<file path="config.mk">
export PLATFORM = sky130hd
export DESIGN_NAME = txq_engine
export DESIGN_NICKNAME = d
export VERILOG_FILES = /design/src/rtl/txq_pkg.sv /design/src/rtl/txq_ring_ptr.sv /design/src/rtl/txq_buf_count.sv /design/src/rtl/txq_engine.sv
export SDC_FILE = /design/constraint.sdc
export NUM_CORES = 1
export LEC_CHECK = 0
export CORE_MARGIN = 1.5
export CORE_UTILIZATION = 48
export DETAILED_ROUTE_END_ITERATION = 10
export GPL_TIMING_DRIVEN = 1
export MAX_ROUTING_LAYER = met4
export PLACE_DENSITY_LB_ADDON = 0.25
export SKIP_LAST_GASP = 1
export SYNTH_ARGS = -nofsm -noshare
export SYNTH_HDL_FRONTEND = slang
export SYNTH_SLANG_ARGS = --single-unit
</file>
<file path="constraint.sdc">
create_clock -name clk -period 4.1 [get_ports clk]
set_clock_uncertainty 0.1 [all_clocks]
set_input_delay 0.82 -clock clk [delete_from_list [all_inputs] [get_ports clk]]
set_output_delay 0.82 -clock clk [all_outputs]
set_load 0.02 [all_outputs]
</file>
<file path="src/rtl/txq_pkg.sv">
package txq_pkg;
   localparam int unsigned TXQ_WORD_W    = 32;
   localparam int unsigned TXQ_USED_BIT  = 31;
   localparam int unsigned TXQ_WRAP_BIT  = 30;
   localparam int unsigned TXQ_ERR_W     = 3;
   localparam int unsigned TXQ_NOCRC_BIT = 16;
   localparam int unsigned TXQ_LAST_BIT  = 15;
   localparam int unsigned TXQ_CTRL_OFS  = 4;
   localparam int unsigned TXQ_STRIDE    = 8;

   typedef enum logic [2:0] {
      ST_IDLE,
      ST_GET_ADDR,
      ST_GET_CTRL,
      ST_OFFER,
      ST_WAIT_TX,
      ST_WRITEBACK,
      ST_HALT
   } txq_state_e;
endpackage

</file>
<file path="src/rtl/txq_ring_ptr.sv">
module txq_ring_ptr #(
   parameter int unsigned ADDR_W   = 32,
   parameter int unsigned STRIDE   = 8,
   parameter int unsigned RING_MAX = 1024
) (
   input  logic              clk,
   input  logic              rst_n,
   input  logic              load,
   input  logic [ADDR_W-1:0] load_addr,
   input  logic              step,
   input  logic              wrap_req,
   output logic [ADDR_W-1:0] cur_addr
);
   localparam int unsigned IDX_W = (RING_MAX > 1) ? $clog2(RING_MAX) : 1;

   logic [ADDR_W-1:0] base_q;
   logic [ADDR_W-1:0] cur_q;
   logic              at_end;
   logic              go_base;

   initial begin : param_chk
      assert (STRIDE > 0 && STRIDE < (1 << 16)) else $fatal(1, "STRIDE out of range");
   end

   generate
      if (RING_MAX > 0) begin : g_count_wrap
         logic [IDX_W-1:0] idx_q;
         always_ff @(posedge clk or negedge rst_n) begin
            if (!rst_n) begin
               idx_q <= '0;
            end else if (load) begin
               idx_q <= '0;
            end else if (step) begin
               idx_q <= go_base ? '0 : idx_q + 1'b1;
            end
         end
         assign at_end = (idx_q == IDX_W'(RING_MAX - 1));
      end else begin : g_flag_wrap
         assign at_end = 1'b0;
      end
   endgenerate

   assign go_base = wrap_req || at_end;

   always_ff @(posedge clk or negedge rst_n) begin
      if (!rst_n) begin
         base_q <= '0;
         cur_q  <= '0;
      end else if (load) begin
         base_q <= load_addr;
         cur_q  <= load_addr;
      end else if (step) begin
         cur_q <= go_base ? base_q : cur_q + ADDR_W'(STRIDE);
      end
   end

   assign cur_addr = cur_q;

   assert_step_stride_R6: assert property (@(posedge clk) disable iff (!rst_n)
      step && !load && !go_base |=> cur_q == $past(cur_q) + ADDR_W'(STRIDE));
   assert_step_base_R7: assert property (@(posedge clk) disable iff (!rst_n)
      step && !load && go_base |=> cur_q == base_q);
endmodule

</file>
<file path="src/rtl/txq_buf_count.sv">
module txq_buf_count #(
   parameter int unsigned MAX_BUFS = 128
) (
   input  logic clk,
   input  logic rst_n,
   input  logic clear,
   input  logic incr,
   output logic empty,
   output logic full
);
   localparam int unsigned CNT_W = $clog2(MAX_BUFS + 1);

   logic [CNT_W-1:0] cnt_q;

   initial begin : param_chk
      assert (MAX_BUFS >= 1) else $fatal(1, "MAX_BUFS must be at least 1");
   end

   always_ff @(posedge clk or negedge rst_n) begin
      if (!rst_n) begin
         cnt_q <= '0;
      end else if (clear) begin
         cnt_q <= '0;
      end else if (incr) begin
         cnt_q <= cnt_q + 1'b1;
      end
   end

   assign empty = (cnt_q == '0);
   assign full  = (cnt_q == CNT_W'(MAX_BUFS));

   assert_cnt_bound_R9: assert property (@(posedge clk) disable iff (!rst_n)
      incr && !clear |-> !full);
endmodule

</file>
<file path="src/rtl/txq_engine.sv">
module txq_engine
   import txq_pkg::*;
#(
   parameter int unsigned ADDR_W   = 32,
   parameter int unsigned LEN_W    = 11,
   parameter int unsigned MAX_BUFS = 128,
   parameter int unsigned RING_MAX = 1024
) (
   input  logic              clk,
   input  logic              rst_n,
   input  logic              qptr_wr,
   input  logic [ADDR_W-1:0] qptr_data,
   input  logic              tx_en,
   output logic              mem_req,
   output logic              mem_we,
   output logic [ADDR_W-1:0] mem_addr,
   output logic [31:0]       mem_wdata,
   input  logic              mem_ack,
   input  logic [31:0]       mem_rdata,
   output logic              buf_valid,
   input  logic              buf_ready,
   output logic [ADDR_W-1:0] buf_addr,
   output logic [LEN_W-1:0]  buf_len,
   output logic              buf_nocrc,
   output logic              buf_last,
   input  logic              tx_done,
   input  logic [2:0]        tx_err,
   output logic              frame_done,
   output logic              used_stop,
   output logic              overlong_abort,
   output logic              irq
);
   localparam int unsigned KEEP_W = TXQ_WRAP_BIT - TXQ_ERR_W;

   initial begin : param_chk
      assert (ADDR_W >= 8 && ADDR_W <= TXQ_WORD_W) else $fatal(1, "ADDR_W out of range");
      assert (LEN_W >= 1 && LEN_W <= TXQ_LAST_BIT) else $fatal(1, "LEN_W overlaps flags");
   end

   txq_state_e state_q;
   logic [ADDR_W-1:0] cur_addr;
   logic [ADDR_W-1:0] first_ptr_q;
   logic [ADDR_W-1:0] bufaddr_q;
   logic [LEN_W-1:0]  len_q;
   logic              nocrc_q, last_q, wrap_q;
   logic              first_wrap_q;
   logic [KEEP_W-1:0] first_keep_q;
   logic [2:0]        err_q;
   logic              used_q, over_q, irq_q, done_q;
   logic              take_buf, cnt_clear, cnt_empty, cnt_full;

   assign take_buf  = (state_q == ST_OFFER) && buf_ready;
   assign cnt_clear = (state_q == ST_HALT) ||
                      ((state_q == ST_WRITEBACK) && mem_ack);

   txq_ring_ptr #(
      .ADDR_W  (ADDR_W),
      .STRIDE  (TXQ_STRIDE),
      .RING_MAX(RING_MAX)
   ) u_ptr (
      .clk      (clk),
      .rst_n    (rst_n),
      .load     (qptr_wr),
      .load_addr(qptr_data),
      .step     (take_buf),
      .wrap_req (wrap_q),
      .cur_addr (cur_addr)
   );

   txq_buf_count #(
      .MAX_BUFS(MAX_BUFS)
   ) u_cnt (
      .clk  (clk),
      .rst_n(rst_n),
      .clear(cnt_clear),
      .incr (take_buf),
      .empty(cnt_empty),
      .full (cnt_full)
   );

   always_ff @(posedge clk or negedge rst_n) begin
      if (!rst_n) begin
         state_q      <= ST_IDLE;
         first_ptr_q  <= '0;
         bufaddr_q    <= '0;
         len_q        <= '0;
         nocrc_q      <= 1'b0;
         last_q       <= 1'b0;
         wrap_q       <= 1'b0;
         first_wrap_q <= 1'b0;
         first_keep_q <= '0;
         err_q        <= '0;
         used_q       <= 1'b0;
         over_q       <= 1'b0;
         irq_q        <= 1'b0;
         done_q       <= 1'b0;
      end else begin
         used_q <= 1'b0;
         over_q <= 1'b0;
         irq_q  <= 1'b0;
         done_q <= 1'b0;
         unique case (state_q)
            ST_IDLE: begin
               if (tx_en) state_q <= ST_GET_ADDR;
            end
            ST_GET_ADDR: begin
               if (mem_ack) begin
                  bufaddr_q <= mem_rdata[ADDR_W-1:0];
                  if (cnt_empty) first_ptr_q <= cur_addr;
                  state_q <= ST_GET_CTRL;
               end
            end
            ST_GET_CTRL: begin
               if (mem_ack) begin
                  len_q   <= mem_rdata[LEN_W-1:0];
                  nocrc_q <= mem_rdata[TXQ_NOCRC_BIT];
                  last_q  <= mem_rdata[TXQ_LAST_BIT];
                  wrap_q  <= mem_rdata[TXQ_WRAP_BIT];
                  if (mem_rdata[TXQ_USED_BIT]) begin
                     used_q  <= 1'b1;
                     irq_q   <= 1'b1;
                     state_q <= ST_HALT;
                  end else if (cnt_full) begin
                     over_q  <= 1'b1;
                     irq_q   <= 1'b1;
                     state_q <= ST_HALT;
                  end else begin
                     if (cnt_empty) begin
                        first_wrap_q <= mem_rdata[TXQ_WRAP_BIT];
                        first_keep_q <= mem_rdata[KEEP_W-1:0];
                     end
                     state_q <= ST_OFFER;
                  end
               end
            end
            ST_OFFER: begin
               if (buf_ready) state_q <= last_q ? ST_WAIT_TX : ST_GET_ADDR;
            end
            ST_WAIT_TX: begin
               if (tx_done) begin
                  err_q   <= tx_err;
                  state_q <= ST_WRITEBACK;
               end
            end
            ST_WRITEBACK: begin
               if (mem_ack) begin
                  done_q  <= 1'b1;
                  state_q <= ST_IDLE;
               end
            end
            ST_HALT: begin
               if (!tx_en) state_q <= ST_IDLE;
            end
            default: state_q <= ST_IDLE;
         endcase
      end
   end

   always_comb begin
      mem_req  = 1'b0;
      mem_we   = 1'b0;
      mem_addr = cur_addr;
      unique case (state_q)
         ST_GET_ADDR:  mem_req = 1'b1;
         ST_GET_CTRL: begin
            mem_req  = 1'b1;
            mem_addr = cur_addr + ADDR_W'(TXQ_CTRL_OFS);
         end
         ST_WRITEBACK: begin
            mem_req  = 1'b1;
            mem_we   = 1'b1;
            mem_addr = first_ptr_q + ADDR_W'(TXQ_CTRL_OFS);
         end
         default: ;
      endcase
   end

   assign mem_wdata      = {1'b1, first_wrap_q, err_q, first_keep_q};
   assign buf_valid      = (state_q == ST_OFFER);
   assign buf_addr       = bufaddr_q;
   assign buf_len        = len_q;
   assign buf_nocrc      = nocrc_q;
   assign buf_last       = last_q;
   assign frame_done     = done_q;
   assign used_stop      = used_q;
   assign overlong_abort = over_q;
   assign irq            = irq_q;

   assert_req_hold_R11: assert property (@(posedge clk) disable iff (!rst_n)
      mem_req && !mem_ack && !qptr_wr |=> mem_req && $stable(mem_addr) && $stable(mem_we)
      && $stable(mem_wdata));
   assert_offer_unused_R4: assert property (@(posedge clk) disable iff (!rst_n)
      $rose(buf_valid) |-> !$past(mem_rdata[TXQ_USED_BIT]) && $past(mem_ack));
   assert_stop_exclusive_R4: assert property (@(posedge clk) disable iff (!rst_n)
      !(used_stop && overlong_abort));
   assert_halt_quiet_R5: assert property (@(posedge clk) disable iff (!rst_n)
      (used_stop || overlong_abort) |-> !mem_req);
   assert_idle_quiet_R10: assert property (@(posedge clk) disable iff (!rst_n)
      (state_q == ST_IDLE) && !tx_en |=> !mem_req);
   assert_done_after_write_R8: assert property (@(posedge clk) disable iff (!rst_n)
      frame_done |-> $past(mem_req && mem_we && mem_ack));
endmodule

</file>
==> results.toml <==
[power_and_ir_drop]
p_per_area_nw_per_um2 = 662
power_mw = 8.94
ir_worst_vdd_v = 0.000360
p_leak_nw = 5.57

[timing]
worst_pin_slew_ns = 0.923
min_period_ns = 4.00
setup_tns_ns = 0
fmax_ghz = 0.250
fin_crit_sh = 0.977
final_max_slew_viol_count = 0
report.final.setup_viol = 0
finalHoldViolCount = 0
grt_setup_unrepaired = "true"
maxSlewHeadroom = 0.385

[place]
gp_congestion = 0.976
port-buffer-count = 188
placed_area_sq_um = 12900
place_hpwl_um = 21300

[logic_synthesis]
synth_top_area_share = 0.472
synth_area_per_cell_sq_um = 9.77
yosys-top-cells-count = "dfrtp_1, nand2_1, mux2_2"
synth_seq_cells = 198
yosys_warnings = 0
yosys.cell_count.top_type = "dfrtp_1"
syn_nets = 1154
synth.distinct_cells = 72
synth_edf_count = 0
synth_area_sq_um = 10500
synth_area_leaders = "dfrtp_1, mux2_2, nand2_1"
synthFlopType = "dfrtp_1"
ys_seq_area_frac = 0.472
synthCells = 1075
synth_area_leader_cell = "dfrtp_1"
async_reset_ff_frac = 1.00

[final_layout]
multi_input_comb_area_sq_um = 5200
drive_gt1_frac = 0.194
n_antenna_cell = 0
syn2layout_area_growth_pct = 28.7
fin_nets = 1343
ff_latch_area_sq_um = 4960
final_area_sq_um = 13500
num-fill-cells = 1730

[worst_setup_path]
setup.worst_path.class = "flop to primary output"
endpoint_kind = "primary output"
crit_path_start_kind = "flop"
arrival_ns = 3.08
crit_required_ns = 3.18
crit_fanout = 24

[grt]
antenna_found_initial = 0
grt_pass1_vias = 8518
grt.total_usage = 0.272
grt_pass1_wl_um = 46400
grt_max_degree = 98
gr-total-overflow = 0

[route]
vias_per_cell = 5.81
dr.first_iter.drc_count = 834
wl_per_cell_um = 19.0
drtAntennaViolNets = 0
wirelength_um = 29500
drt_pass1_iterations = 5
drc = 0
vias = 9013

[die]
core_area_sq_um = 21200
io_pins = 190
start_util = 0.495
die-area_sq_um = 22800
die_width_um = 151
num_rows = 53
die_y_um = 151

[cts]
cts_root_buffer = "clkbuf_16"
worstSkewPairLatency_ns = 0.45
clock_path_buffers = 2
clk_pin_slew_worst_paths_ns = 0.07
cts_max_level = 4
cts_tree = "done"
cts_buffers = 17
ctsHoldBuffers = 0
cts_sinks = 198

[job]
maxCapViolations = 0

[min_path]
hold_path.class = "primary input to asynchronous set/reset pin"

[run_status]
status = "completed"
[layout make-up]
type / count / area share
multi-input cells: 764 / 0.385
flip-flops and latches: 198 / 0.367
clock inverters: 14 / 0.0103
well taps: 275 / 0.0255
clock buffers: 17 / 0.0315
repair buffers: 245 / 0.171
inverters: 38 / 0.0107
[per-layer routing]
metal  part of all wire  global-route usage  vias to the layer above  wire length, um
li1                   -                   -                     4220                -
met1               0.45               0.394                     4388            13300
met2               0.46               0.389                      362            13400
met3              0.078              0.0518                       43             2300
met4              0.015              0.0752                        0              447
met5                  0                   -                        -                0
[report_power, final]
part / internal (mW) / switching, mW / total, mW
combinational: 1.95 / 2.22 / 4.17
sequential: 2.60 / 0.542 / 3.14
clock: 0.806 / 0.826 / 1.63
[registers in the layout, indices dropped and copies added (netlist names)]
register                  count
first_ptr_q                  32
used_stop                     1
wrap_q                        1
u_ptr.g_count_wrap.idx_q     10
first_keep_q                 27
overlong_abort                1
u_ptr.cur_addr               32
state_q                       3
err_q                         3
buf_addr                     32
buf_nocrc                     1
irq                           1
first_wrap_q                  1
u_cnt.cnt_q                   8
frame_done                    1
buf_len                      11
buf_last                      1
u_ptr.base_q                 32
[timing repair]
item	in CTS	in global routing
pin swaps	2	3
buffers inserted	1	2
resized for setup	21	34
setup endpoints to repair	17	20
[cell usage in the layout (no fill, tap or decap), types with 7 or more instances in the layout]
master,instances
dfrtp_1,197
or3_1,10
and3_1,14
clkdlybuf4s50_1,166
nand3_1,28
xnor2_1,29
nand4_1,26
a31oi_1,13
mux2_2,120
mux2i_1,13
buf_4,54
clkbuf_16,17
nand2_1,128
clkbuf_2,10
o21ai_0,79
inv_1,37
nor3_1,27
a21oi_1,52
nor4_1,12
xor2_1,16
nand2b_1,7
nor2_1,65
[metrics by stage]
| stage | instances | worst slack, ns | hold slack (ns) | util |
|---|---|---|---|---|
| 2_1_floorplan | 1075 | 0.0272 | 0.360 | - |
| 3_3_place_gp | 1517 | 0.181 | 0.380 | 0.608 |
| 3_5_place_dp | 1517 | 0.0611 | 0.386 | 0.608 |
| 4_1_cts | 1549 | -0.109 | 0.403 | 0.636 |
| 5_1_grt | 1551 | -0.0576 | 0.419 | 0.637 |
| 6_report | 1551 | 0.0958 | 0.348 | 0.637 |
[critical path, cell delays in order (launching register included)]
cell	delay [ns]
dfrtp_1	0.42
buf_4	0.24
or3b_2	0.51
buf_4	0.23
nor3_1	0.29
xnor2_1	0.15
nand2_1	0.06
o21ai_0	0.10
clkdlybuf4s50_1	0.65
[cell families after synthesis]
logic type | synth area share
compound gates | 0.132
buf+inv | 0.0435
mux | 0.147
other cells | 0.000357
simple gates | 0.162
fa+ha+maj | 0.00596
flops | 0.472
xor+xnor | 0.0375
[final timing paths]
check / start / end / slack (ns) / depth (start not counted)
setup / recovery: state_q[2] / mem_addr[10] / 0.1 / 8
hold / removal: rst_n / u_ptr.base_q[1] / 0.35 / 1
setup reg to reg: u_ptr.cur_addr[9] / u_ptr.cur_addr[27] / 1.24 / 7
hold reg to reg: u_ptr.g_count_wrap.idx_q[2] / u_ptr.g_count_wrap.idx_q[2] / 0.40 / 1
max in group asynchronous: rst_n / err_q[2] / 2.71 / 2
min in group clk: u_ptr.g_count_wrap.idx_q[2] / u_ptr.g_count_wrap.idx_q[2] / 0.40 / 1
No activity file was read; power rests on OpenSTA's default activity.
